File: config.mk
export PLATFORM = sky130hd
export DESIGN_NAME = osc_qual_check
export DESIGN_NICKNAME = d
export VERILOG_FILES = /design/src/rtl/oqc_pkg.sv /design/src/rtl/oqc_sync.sv /design/src/rtl/oqc_datapath.sv /design/src/rtl/oqc_control.sv /design/src/rtl/osc_qual_check.sv
export SDC_FILE = /design/constraint.sdc
export NUM_CORES = 1
export LEC_CHECK = 0
export BUFFER_PORTS_ARGS = -buffer_cell sky130_fd_sc_hd__buf_2
export CAP_MARGIN = 30
export CORE_ASPECT_RATIO = 0.6
export CORE_MARGIN = 5
export CORE_UTILIZATION = 57
export DETAILED_ROUTE_END_ITERATION = 6
export GPL_TIMING_DRIVEN = 0
export MAX_ROUTING_LAYER = met4
export PLACE_DENSITY_LB_ADDON = 0.1
export RECOVER_POWER = 100
export SLEW_MARGIN = 10
export SYNTH_ARGS = -nofsm -noshare
export SYNTH_HDL_FRONTEND = slang
export SYNTH_SLANG_ARGS = --single-unit
File: constraint.sdc
create_clock -name selfClk -period 2.8 [get_ports selfClk]
set_clock_uncertainty 0.15 [all_clocks]
set_input_delay 0.56 -clock selfClk [delete_from_list [all_inputs] [get_ports selfClk]]
set_output_delay 0.56 -clock selfClk [all_outputs]
set_load 0.005 [all_outputs]
File: src/rtl/oqc_pkg.sv
package oqc_pkg;

  typedef enum logic [1:0] {
    ST_PORCHK = 2'd0,
    ST_RECHK  = 2'd1,
    ST_RUNX   = 2'd2,
    ST_SELF   = 2'd3
  } oqcState_t;

  typedef struct packed {
    logic winRun;
    logic winClr;
    logic failInc;
    logic failClr;
  } oqcStrobe_t;

endpackage

File: src/rtl/oqc_sync.sv
module oqc_sync #(
  parameter int STAGES = 2
) (
  input  logic clk,
  input  logic rstN,
  input  logic asyncIn,
  output logic syncOut
);

  logic [STAGES-1:0] stageQ;

  generate
    for (genvar i = 0; i < STAGES; i++) begin : g_stage
      if (i == 0) begin : g_first
        always_ff @(posedge clk or negedge rstN) begin
          if (!rstN) stageQ[0] <= 1'b0;
          else       stageQ[0] <= asyncIn;
        end
      end else begin : g_next
        always_ff @(posedge clk or negedge rstN) begin
          if (!rstN) stageQ[i] <= 1'b0;
          else       stageQ[i] <= stageQ[i-1];
        end
      end
    end
  endgenerate

  assign syncOut = stageQ[STAGES-1];

endmodule

File: src/rtl/oqc_datapath.sv
module oqc_datapath
  import oqc_pkg::*;
#(
  parameter int WIN_LEN     = 50000,
  parameter int PASS_EDGES  = 4096,
  parameter int MAX_WIN     = 50,
  parameter int SYNC_STAGES = 2
) (
  input  logic       clk,
  input  logic       rstN,
  input  logic       xtalClk,
  input  oqcStrobe_t strb,
  output logic       winEnd,
  output logic       winPass,
  output logic       failLast
);

  localparam int WIN_W  = (WIN_LEN > 1) ? $clog2(WIN_LEN) : 1;
  localparam int EDGE_W = $clog2(PASS_EDGES + 1);
  localparam int SUM_W  = EDGE_W + 1;
  localparam int FAIL_W = $clog2(MAX_WIN + 1);

  logic              xtalSync;
  logic              xtalPrev;
  logic              edgePulse;
  logic [WIN_W-1:0]  winCnt;
  logic [EDGE_W-1:0] edgeCnt;
  logic [SUM_W-1:0]  edgeSum;
  logic [FAIL_W-1:0] failCnt;

  oqc_sync #(.STAGES(SYNC_STAGES)) u_sync (
    .clk     (clk),
    .rstN    (rstN),
    .asyncIn (xtalClk),
    .syncOut (xtalSync)
  );

  always_ff @(posedge clk or negedge rstN) begin
    if (!rstN) xtalPrev <= 1'b0;
    else       xtalPrev <= xtalSync;
  end

  assign edgePulse = xtalSync & ~xtalPrev;

  assign winEnd   = (winCnt == WIN_W'(WIN_LEN - 1));
  assign edgeSum  = {1'b0, edgeCnt} + SUM_W'(edgePulse);
  assign winPass  = (edgeSum >= SUM_W'(PASS_EDGES));
  assign failLast = (failCnt == FAIL_W'(MAX_WIN - 1));

  // window and edge counters
  always_ff @(posedge clk or negedge rstN) begin
    if (!rstN) begin
      winCnt  <= '0;
      edgeCnt <= '0;
    end else if (strb.winClr) begin
      winCnt  <= '0;
      edgeCnt <= '0;
    end else if (strb.winRun) begin
      if (winEnd) begin
        winCnt  <= '0;
        edgeCnt <= '0;
      end else begin
        winCnt <= winCnt + WIN_W'(1);
        if (edgePulse && (edgeCnt != EDGE_W'(PASS_EDGES)))
          edgeCnt <= edgeCnt + EDGE_W'(1);
      end
    end
  end

  // consecutive failed windows
  always_ff @(posedge clk or negedge rstN) begin
    if (!rstN)             failCnt <= '0;
    else if (strb.failClr) failCnt <= '0;
    else if (strb.failInc) failCnt <= failCnt + FAIL_W'(1);
  end

endmodule

File: src/rtl/oqc_control.sv
module oqc_control
  import oqc_pkg::*;
(
  input  logic       clk,
  input  logic       rstN,
  input  logic       startReq,
  input  logic       porFlagClr,
  input  logic       winEnd,
  input  logic       winPass,
  input  logic       failLast,
  output oqcStrobe_t strb,
  output logic       rstHold,
  output logic       clkSelXtal,
  output logic       selfClkMode,
  output logic       chkStatus,
  output logic       porFlag
);

  oqcState_t stateQ, stateD;
  logic      statusQ, statusD;
  logic      porFlagQ;

  always_comb begin
    stateD  = stateQ;
    statusD = statusQ;
    strb    = '0;
    unique case (stateQ)
      ST_PORCHK, ST_RECHK: begin
        strb.winRun = 1'b1;
        if (winEnd) begin
          if (winPass) begin
            stateD       = ST_RUNX;
            statusD      = 1'b1;
            strb.failClr = 1'b1;
          end else if (failLast) begin
            stateD       = ST_SELF;
            statusD      = 1'b0;
            strb.failClr = 1'b1;
          end else begin
            strb.failInc = 1'b1;
          end
        end
      end
      ST_SELF: begin
        if (startReq) begin
          stateD       = ST_RECHK;
          strb.winClr  = 1'b1;
          strb.failClr = 1'b1;
        end
      end
      default: ;
    endcase
  end

  always_ff @(posedge clk or negedge rstN) begin
    if (!rstN) begin
      stateQ  <= ST_PORCHK;
      statusQ <= 1'b0;
    end else begin
      stateQ  <= stateD;
      statusQ <= statusD;
    end
  end

  always_ff @(posedge clk or negedge rstN) begin
    if (!rstN)           porFlagQ <= 1'b1;
    else if (porFlagClr) porFlagQ <= 1'b0;
  end

  assign rstHold     = (stateQ == ST_PORCHK);
  assign clkSelXtal  = (stateQ == ST_RUNX);
  assign selfClkMode = (stateQ == ST_SELF) || (stateQ == ST_RECHK);
  assign chkStatus   = statusQ;
  assign porFlag     = porFlagQ;

endmodule

File: src/rtl/osc_qual_check.sv
module osc_qual_check
  import oqc_pkg::*;
#(
  parameter int WIN_LEN     = 50000,
  parameter int PASS_EDGES  = 4096,
  parameter int MAX_WIN     = 50,
  parameter int SYNC_STAGES = 2
) (
  input  logic selfClk,
  input  logic xtalClk,
  input  logic porN,
  input  logic startReq,
  input  logic porFlagClr,
  output logic rstHold,
  output logic clkSelXtal,
  output logic selfClkMode,
  output logic chkStatus,
  output logic porFlag
);

  oqcStrobe_t strb;
  logic       winEnd;
  logic       winPass;
  logic       failLast;

  oqc_datapath #(
    .WIN_LEN     (WIN_LEN),
    .PASS_EDGES  (PASS_EDGES),
    .MAX_WIN     (MAX_WIN),
    .SYNC_STAGES (SYNC_STAGES)
  ) u_dp (
    .clk      (selfClk),
    .rstN     (porN),
    .xtalClk  (xtalClk),
    .strb     (strb),
    .winEnd   (winEnd),
    .winPass  (winPass),
    .failLast (failLast)
  );

  oqc_control u_ctl (
    .clk         (selfClk),
    .rstN        (porN),
    .startReq    (startReq),
    .porFlagClr  (porFlagClr),
    .winEnd      (winEnd),
    .winPass     (winPass),
    .failLast    (failLast),
    .strb        (strb),
    .rstHold     (rstHold),
    .clkSelXtal  (clkSelXtal),
    .selfClkMode (selfClkMode),
    .chkStatus   (chkStatus),
    .porFlag     (porFlag)
  );

endmodule

---- Word-level counts from Yosys, hierarchy flattened ----
Index checks and enable logic that the tools add are counted.
word-level totals
  flip-flop bits (word level) ............. 42
  output and inout bits ................... 5
  logic and storage cells ................. 63
cells by class
  add/subtract/negate cells ............... 4
  order comparisons ....................... 1
  equal/unequal tests ..................... 9
  muxes and demuxes ....................... 26
  bitwise logic cells ..................... 2
  reduce and logical (&&, ||, !) cells .... 12
operators by type and width
  kind                     number
  $mux W13                 4
  $mux W16                 3
  $add A16 B1 Y16 const B  1
  $eq A16 B16 Y1 const B   1
  $add A13 B1 Y14          1
  $ge A14 B13 Y1 const B   1
  $add A13 B1 Y13 const B  1
  $ne A13 B13 Y1 const B   1
  $mux W6                  2
  $mux W1                  10
  $mux W2                  5
  $reduce_bool A2 Y1       4
  $add A6 B1 Y6 const B    1
  $eq A6 B6 Y1 const B     1
  $eq A2 B2 Y1 const B     2
  $pmux W2 S2              1
  $reduce_and A4 Y1        1
  $ne A3 B2 Y1 const B     1
  $reduce_and A3 Y1        1
  $reduce_bool A3 Y1       1
  $eq A2 B1 Y1 const B     1
  $logic_not A2 Y1         1
  $ne A2 B1 Y1 const B     1
  $ne A2 B2 Y1 const B     1
  7 further kinds          7

---- Longest topological paths before layout ----
  word-level depth ........................ 9
  depth in mapped cells ................... 8
  depth with buffers taken out ............ 8

---- By module ----
Synthesis repeated with hierarchy kept, for this count alone.
unflattened totals
  cells, all modules ...................... 247
  area total of the unflattened synthesis .. 2322.2 µm²
by module, submodules not included
  module        times used  cells an instance  area an instance (µm²)  seq. area each (µm²)
  oqc_datapath  1           224                2078.2                  900.9
  oqc_control   1           21                 193.9                   101.3
  oqc_sync      1           2                  50.0                    50.0

---- Least setup slack after synthesis ----
Ideal clock, no wire load.
  path type ............................... register to register
  from .................................... reg u_dp.xtalPrev
  to ...................................... reg u_dp.failCnt[2]
  data arrival time ....................... 2.061 ns
  required time ........................... 2.568 ns
  slack ................................... 0.507 ns
  stages on the path, launching flop included .. 9
  path buffers ............................ 0
  cell sequence ........................... dfrtp_1 > nor2b_1 > ha_1 > ha_1 > inv_1 > nor4_1 > mux2i_1 > nand4b_1 > a31oi_1
between the ends
  word-level cells in the longest chain between the ends .. 8
  elaborated cells between the ends (all ways) .. 11
ends and longest elaborated chain
  what                                                  RTL line            source
  start, declared                                       oqc_datapath.sv:24  logic xtalPrev;
  start signal, assigned                                oqc_datapath.sv:40  else xtalPrev <= xtalSync;
  $not A1 Y1 (*)                                        oqc_datapath.sv:43  assign edgePulse = xtalSync & ~xtalPrev;
  $and A1 B1 Y1 (*)                                     oqc_datapath.sv:43
  $add A13 B1 Y14 (*)                                   oqc_datapath.sv:46  assign edgeSum = {1'b0, edgeCnt} + SUM_W'(edgePulse);
  $ge A14 B13 Y1 (*)                                    oqc_datapath.sv:47  assign winPass = (edgeSum >= SUM_W'(PASS_EDGES));
  $mux W1                                               oqc_control.sv:31   if (winPass) begin
  $mux W2 (*)                                           oqc_control.sv:30   if (winEnd) begin
  $pmux W1 S2 / $mux W1 (equally long branches)         oqc_control.sv:27   unique case (stateQ)
  $mux W6 / $reduce_bool A2 Y1 (equally long branches)  --
  end signal, assigned                                  oqc_datapath.sv:74  else if (strb.failInc) failCnt <= failCnt + FAIL_W'(1);
  end, declared                                         oqc_datapath.sv:29  logic [FAIL_W-1:0] failCnt;
Mark *: on every way between the ends. The rest lies on a longest branch, timed or not.
A chain may end at the register's enable or synchronous reset.

---- Worst setup path in the final report ----
  from .................................... reg u_dp.edgeCnt[0]
  to ...................................... reg u_dp.edgeCnt[10]
between the ends
  word-level cells in the longest chain between the ends .. 5
  elaborated cells between the ends (all ways) .. 9
ends and longest elaborated chain
  what                    RTL line            source
  start, declared         oqc_datapath.sv:27  logic [EDGE_W-1:0] edgeCnt;
  start signal, assigned  oqc_datapath.sv:65  edgeCnt <= edgeCnt + EDGE_W'(1);
  $add A13 B1 Y13         oqc_datapath.sv:65
  $mux W13                oqc_datapath.sv:64  if (edgePulse && (edgeCnt != EDGE_W'(PASS_EDGES)))
  $mux W13                oqc_datapath.sv:59  if (winEnd) begin
  $mux W13                oqc_datapath.sv:58  end else if (strb.winRun) begin
  $mux W13                oqc_datapath.sv:55  end else if (strb.winClr) begin
Several ways; a longest one is shown, not always the timed one. The select of a mux whose other input is x is not followed.

==> flow_summary.html <==
<table>
<tr><th>Metric</th><th>Value</th></tr>
<tr><th colspan="2">Global routing</th></tr>
<tr><td>Remaining global-route overflow</td><td>0</td></tr>
<tr><td>Number of global-route vias before repair</td><td>1830</td></tr>
<tr><td>Initial antenna violation count</td><td>0</td></tr>
<tr><td>Wire length of the first global-routing pass</td><td>9030 µm</td></tr>
<tr><td>Pin count of the biggest net entering global routing</td><td>43</td></tr>
<tr><td>Global routing usage summed across all routing layers</td><td>22.2%</td></tr>
<tr><th colspan="2">Timing</th></tr>
<tr><td>Final setup violation count</td><td>0</td></tr>
<tr><td>Share of the clock period used by the worst path after layout</td><td>93.5%</td></tr>
<tr><td>Worst Max-Slew Pin Slew</td><td>1.24 ns</td></tr>
<tr><td>Summed negative setup slack over all endpoints</td><td>0 ns</td></tr>
<tr><td>Timing-limited maximum frequency</td><td>382 MHz</td></tr>
<tr><td>Min cycle time layout</td><td>2.62 ns</td></tr>
<tr><td>Total count of hold-check failures in the final report</td><td>0</td></tr>
<tr><td>Setup ws final</td><td>0.182 ns</td></tr>
<tr><td>Final count of pins violating max slew</td><td>0</td></tr>
<tr><td>Worst rel slew slack</td><td>17.3%</td></tr>
<tr><td>RSZ-0062 raised after global routing</td><td>false</td></tr>
<tr><th colspan="2">Yosys</th></tr>
<tr><td>Net count of the mapped netlist</td><td>266</td></tr>
<tr><td>Gate count of the mapped netlist</td><td>254</td></tr>
<tr><td>Cell types occupying the most area after synthesis</td><td>dfrtp_1, nand2_1, o21ai_0</td></tr>
<tr><td>Most instantiated cells after synthesis</td><td>dfrtp_1, nand2_1, o21ai_0</td></tr>
<tr><td>Synth area leader</td><td>dfrtp_1</td></tr>
<tr><td>Leading cell type by number of instances after synthesis</td><td>dfrtp_1</td></tr>
<tr><td>Sequential share of the synthesized area</td><td>45.0%</td></tr>
<tr><td>Netlist area before placement</td><td>2340 µm²</td></tr>
<tr><td>Synthesized area divided by synthesized cell count</td><td>9.20 µm²</td></tr>
<tr><td>Main flop type after synthesis</td><td>dfrtp_1</td></tr>
<tr><td>Fraction of post-synthesis cell area in the top cell type by area</td><td>43.9%</td></tr>
<tr><td>Synth Register Bits</td><td>42</td></tr>
<tr><td>Number of distinct library cells after synthesis</td><td>48</td></tr>
<tr><td>YS warnings</td><td>0</td></tr>
<tr><td>Number of synthesized flops with an enable pin</td><td>0</td></tr>
<tr><td>Fraction of registers with async set/reset</td><td>100%</td></tr>
<tr><th colspan="2">Critical path</th></tr>
<tr><td>Reg2reg path depth</td><td>8</td></tr>
<tr><td>Worst setup EP type</td><td>flop</td></tr>
<tr><td>Worst setup path endpoint</td><td>u_dp.edgeCnt[10]</td></tr>
<tr><td>Critical path origin</td><td>u_dp.edgeCnt[0]</td></tr>
<tr><td>Required time of the critical path</td><td>2.87 ns</td></tr>
<tr><td>Arrival time of the worst setup path</td><td>2.69 ns</td></tr>
<tr><td>Startpoint of the lowest-slack register-to-register path</td><td>u_dp.edgeCnt[0]</td></tr>
<tr><td>R2R setup slack</td><td>0.18 ns</td></tr>
<tr><td>Startpoint-to-endpoint class of the critical path</td><td>reg2reg</td></tr>
<tr><td>Category of the worst setup path launch point</td><td>flop</td></tr>
<tr><td>RR Endpoint</td><td>u_dp.edgeCnt[10]</td></tr>
<tr><td>Max Fanout on Critical Path</td><td>10</td></tr>
<tr><th colspan="2">Detailed routing</th></tr>
<tr><td>Post-DR vias/cell</td><td>6.11</td></tr>
<tr><td>DRT iter0 DRCs</td><td>126</td></tr>
<tr><td>Vias</td><td>1968</td></tr>
<tr><td>Router iterations before antenna repair</td><td>4</td></tr>
<tr><td>Remaining antenna violation count</td><td>0</td></tr>
<tr><td>Remaining DRCs</td><td>0</td></tr>
<tr><td>Mean routed wirelength per cell</td><td>15.9 µm</td></tr>
<tr><td>Final wirelength</td><td>5130 µm</td></tr>
<tr><th colspan="2">Clocking</th></tr>
<tr><td>TritonCTS buffer count</td><td>5</td></tr>
<tr><td>Clock input transition at the sequential cells of the worst setup and hold paths</td><td>0.08 ns</td></tr>
<tr><td>Worst-Skew Late Latency</td><td>0.30 ns</td></tr>
<tr><td>Post-CTS setup buffer count</td><td>0</td></tr>
<tr><td>Buffer levels on the longest clock path</td><td>2</td></tr>
<tr><td>Count of H-tree levels built during CTS</td><td>2</td></tr>
<tr><td>Number of sinks driven by the clock tree</td><td>42</td></tr>
<tr><td>TritonCTS clock tree</td><td>done</td></tr>
<tr><td>Clock tree root driver cell</td><td>clkbuf_8</td></tr>
<tr><th colspan="2">Floorplan</th></tr>
<tr><td>Top-Level Pins</td><td>10</td></tr>
<tr><td>Die area</td><td>5520 µm²</td></tr>
<tr><td>Core region area</td><td>4030 µm²</td></tr>
<tr><td>Site row count</td><td>18</td></tr>
<tr><td>Vertical die dimension</td><td>59.6 µm</td></tr>
<tr><td>Starting utilization of the core area</td><td>58.0%</td></tr>
<tr><td>Floorplan die width</td><td>92.7 µm</td></tr>
<tr><th colspan="2">Place</th></tr>
<tr><td>Post-placement worst setup slack</td><td>0.0986 ns</td></tr>
<tr><td>Half-perimeter wire length after placement</td><td>3670 µm</td></tr>
<tr><td>Post-placement cell count</td><td>313</td></tr>
<tr><td>Quantity of I/O buffers inserted on ports</td><td>9</td></tr>
<tr><td>Final GP Congestion</td><td>0.889</td></tr>
<tr><th colspan="2">Power and ir drop</th></tr>
<tr><td>Ratio of total power to cell area</td><td>430 nW/µm²</td></tr>
<tr><td>Combinational cell fraction of total power</td><td>1.6%</td></tr>
<tr><td>Relative contribution of the clock network to total power</td><td>43.1%</td></tr>
<tr><td>Internal Pwr Total</td><td>879 µW</td></tr>
<tr><td>Switching component of the power</td><td>222 µW</td></tr>
<tr><td>Switching share of total power</td><td>20.1%</td></tr>
<tr><td>Sequential group share of total power</td><td>55.3%</td></tr>
<tr><td>Standby leakage power</td><td>1.03 nW</td></tr>
<tr><td>Peak supply drop</td><td>0.328 mV</td></tr>
<tr><th colspan="2">Cells and area</th></tr>
<tr><td>Cell Count, Final, Fillers Out</td><td>322</td></tr>
<tr><td>Final core utilization</td><td>63.4%</td></tr>
<tr><td>NumNets Final</td><td>283</td></tr>
<tr><td>Area growth from synthesis to layout</td><td>9.42%</td></tr>
<tr><td># fillers</td><td>350</td></tr>
<tr><td>Proportion of layout cells with a drive suffix above 1</td><td>8.46%</td></tr>
<tr><td>ANT cells</td><td>0</td></tr>
<tr><th colspan="2">Run</th></tr>
<tr><td>Max-cap violations</td><td>0</td></tr>
<tr><th colspan="2">Worst hold path</th></tr>
<tr><td>Kind of path behind the tightest hold check</td><td>in2async</td></tr>
<tr><th colspan="2">Status</th></tr>
<tr><td>Result of the run</td><td>finished, final reports clean</td></tr>
</table>
## registers in the layout, summed over array words and instances (netlist names)
signal	flops
u_dp.xtalPrev	1
u_ctl.stateQ	2
u_ctl.porFlag	1
u_dp.edgeCnt	13
u_dp.winCnt	16
u_dp.u_sync.syncOut	1
u_dp.failCnt	6
u_ctl.chkStatus	1
u_dp.u_sync.stageQ	1
## per-stage QoR
stage          hold WS, ns  total power, mW  instance area [µm²]
6_report             0.134             1.10                 2560
2_1_floorplan        0.114            0.623                 2340
3_3_place_gp         0.182            0.639                 2440
4_1_cts              0.201             1.11                 2550
3_5_place_dp         0.185            0.639                 2440
5_1_grt              0.198             1.15                 2560
## kinds of logic after synthesis
| logic type | Yosys count | share of synthesized area, % |
|---|---|---|
| muxes | 3 | 1.28 |
| adders and majority gates | 7 | 3.75 |
| AOI/OAI and AO/OA | 69 | 19.3 |
| xor gates and xnor gates | 2 | 0.750 |
| buffers and inverters | 19 | 3.27 |
| and+or+nand+nor | 112 | 26.7 |
| DFF | 42 | 45.0 |
## placed cells by master, fill, tap and decap left out, types with 3 or more instances in the layout
cell type  instances
buf_2              6
or3_1              6
and3_1             5
and4_1             4
inv_1              8
nand4b_1           3
ha_1               7
a31oi_1            6
nand2_1           31
o31ai_1            6
clkbuf_1          14
nor2_1            19
o21ai_0           22
a21oi_1           16
dfrtp_1           41
nand4_1            7
nand3_1           15
clkbuf_8           5
or4_1              7
o211ai_1           3
## cell type report
type | instances | area, µm² | share of cell area, %
Buffer | 11 | 42.5 | 1.66
Inverter | 8 | 30.0 | 1.17
Sequential cell | 42 | 1050 | 41.1
Tap cell | 50 | 62.6 | 2.45
Clock buffer | 7 | 76.3 | 2.98
Timing Repair Buffer | 10 | 53.8 | 2.10
Clock inverter | 1 | 30.0 | 1.17
Multi-Input combinational cell | 193 | 1210 | 47.3
## how the worst min path moves through the flow
stage                               start               endpoint  slack (ns)  cells past startpoint
floorplan                            porN        u_ctl.chkStatus        0.11                      0
CTS                               xtalClk  u_dp.u_sync.stageQ[0]        0.20                      1
global route                         porN        u_dp.failCnt[0]        0.20                      1
detailed placement  u_dp.u_sync.stageQ[0]    u_dp.u_sync.syncOut        0.18                      0
global placement    u_dp.u_sync.stageQ[0]    u_dp.u_sync.syncOut        0.18                      0
finish                               porN         u_dp.winCnt[1]        0.13                      1
## critical path, cell delays in order, from the launching register on
cell and delay [ns]:
dfrtp_1 0.42, inv_1 0.11, ha_1 0.16, or4b_1 0.44
o31a_1 0.36, o21ai_2 0.19, clkbuf_1 0.40, o21ai_0 0.17
a21oi_1 0.15
## per-layer routing
layer  GRT usage, %  up-vias  wire length (µm)
met5              -        -                 0
met4           8.98        0                55
met3           5.20        5               265
met2           29.4       46              2160
met1           32.4      931              2650
li1               -      986                 -
## power groups by stage
stage / registers [mW] / logic, mW / clock network, mW
floorplan: 0.621 / 0.00220 / 0
global placement: 0.621 / 0.0178 / 0
detailed placement: 0.621 / 0.0179 / 0
CTS: 0.609 / 0.0178 / 0.487
global route: 0.609 / 0.0211 / 0.516
finish: 0.609 / 0.0176 / 0.474
## repair_timing
item                                   4_1_cts  5_1_grt
setup endpoints to repair                    0        7
hold buffers                                 0        0
endpoints found under the hold margin        0        0
gates resized for setup                      0        2
(Power assumes the default switching activity.)
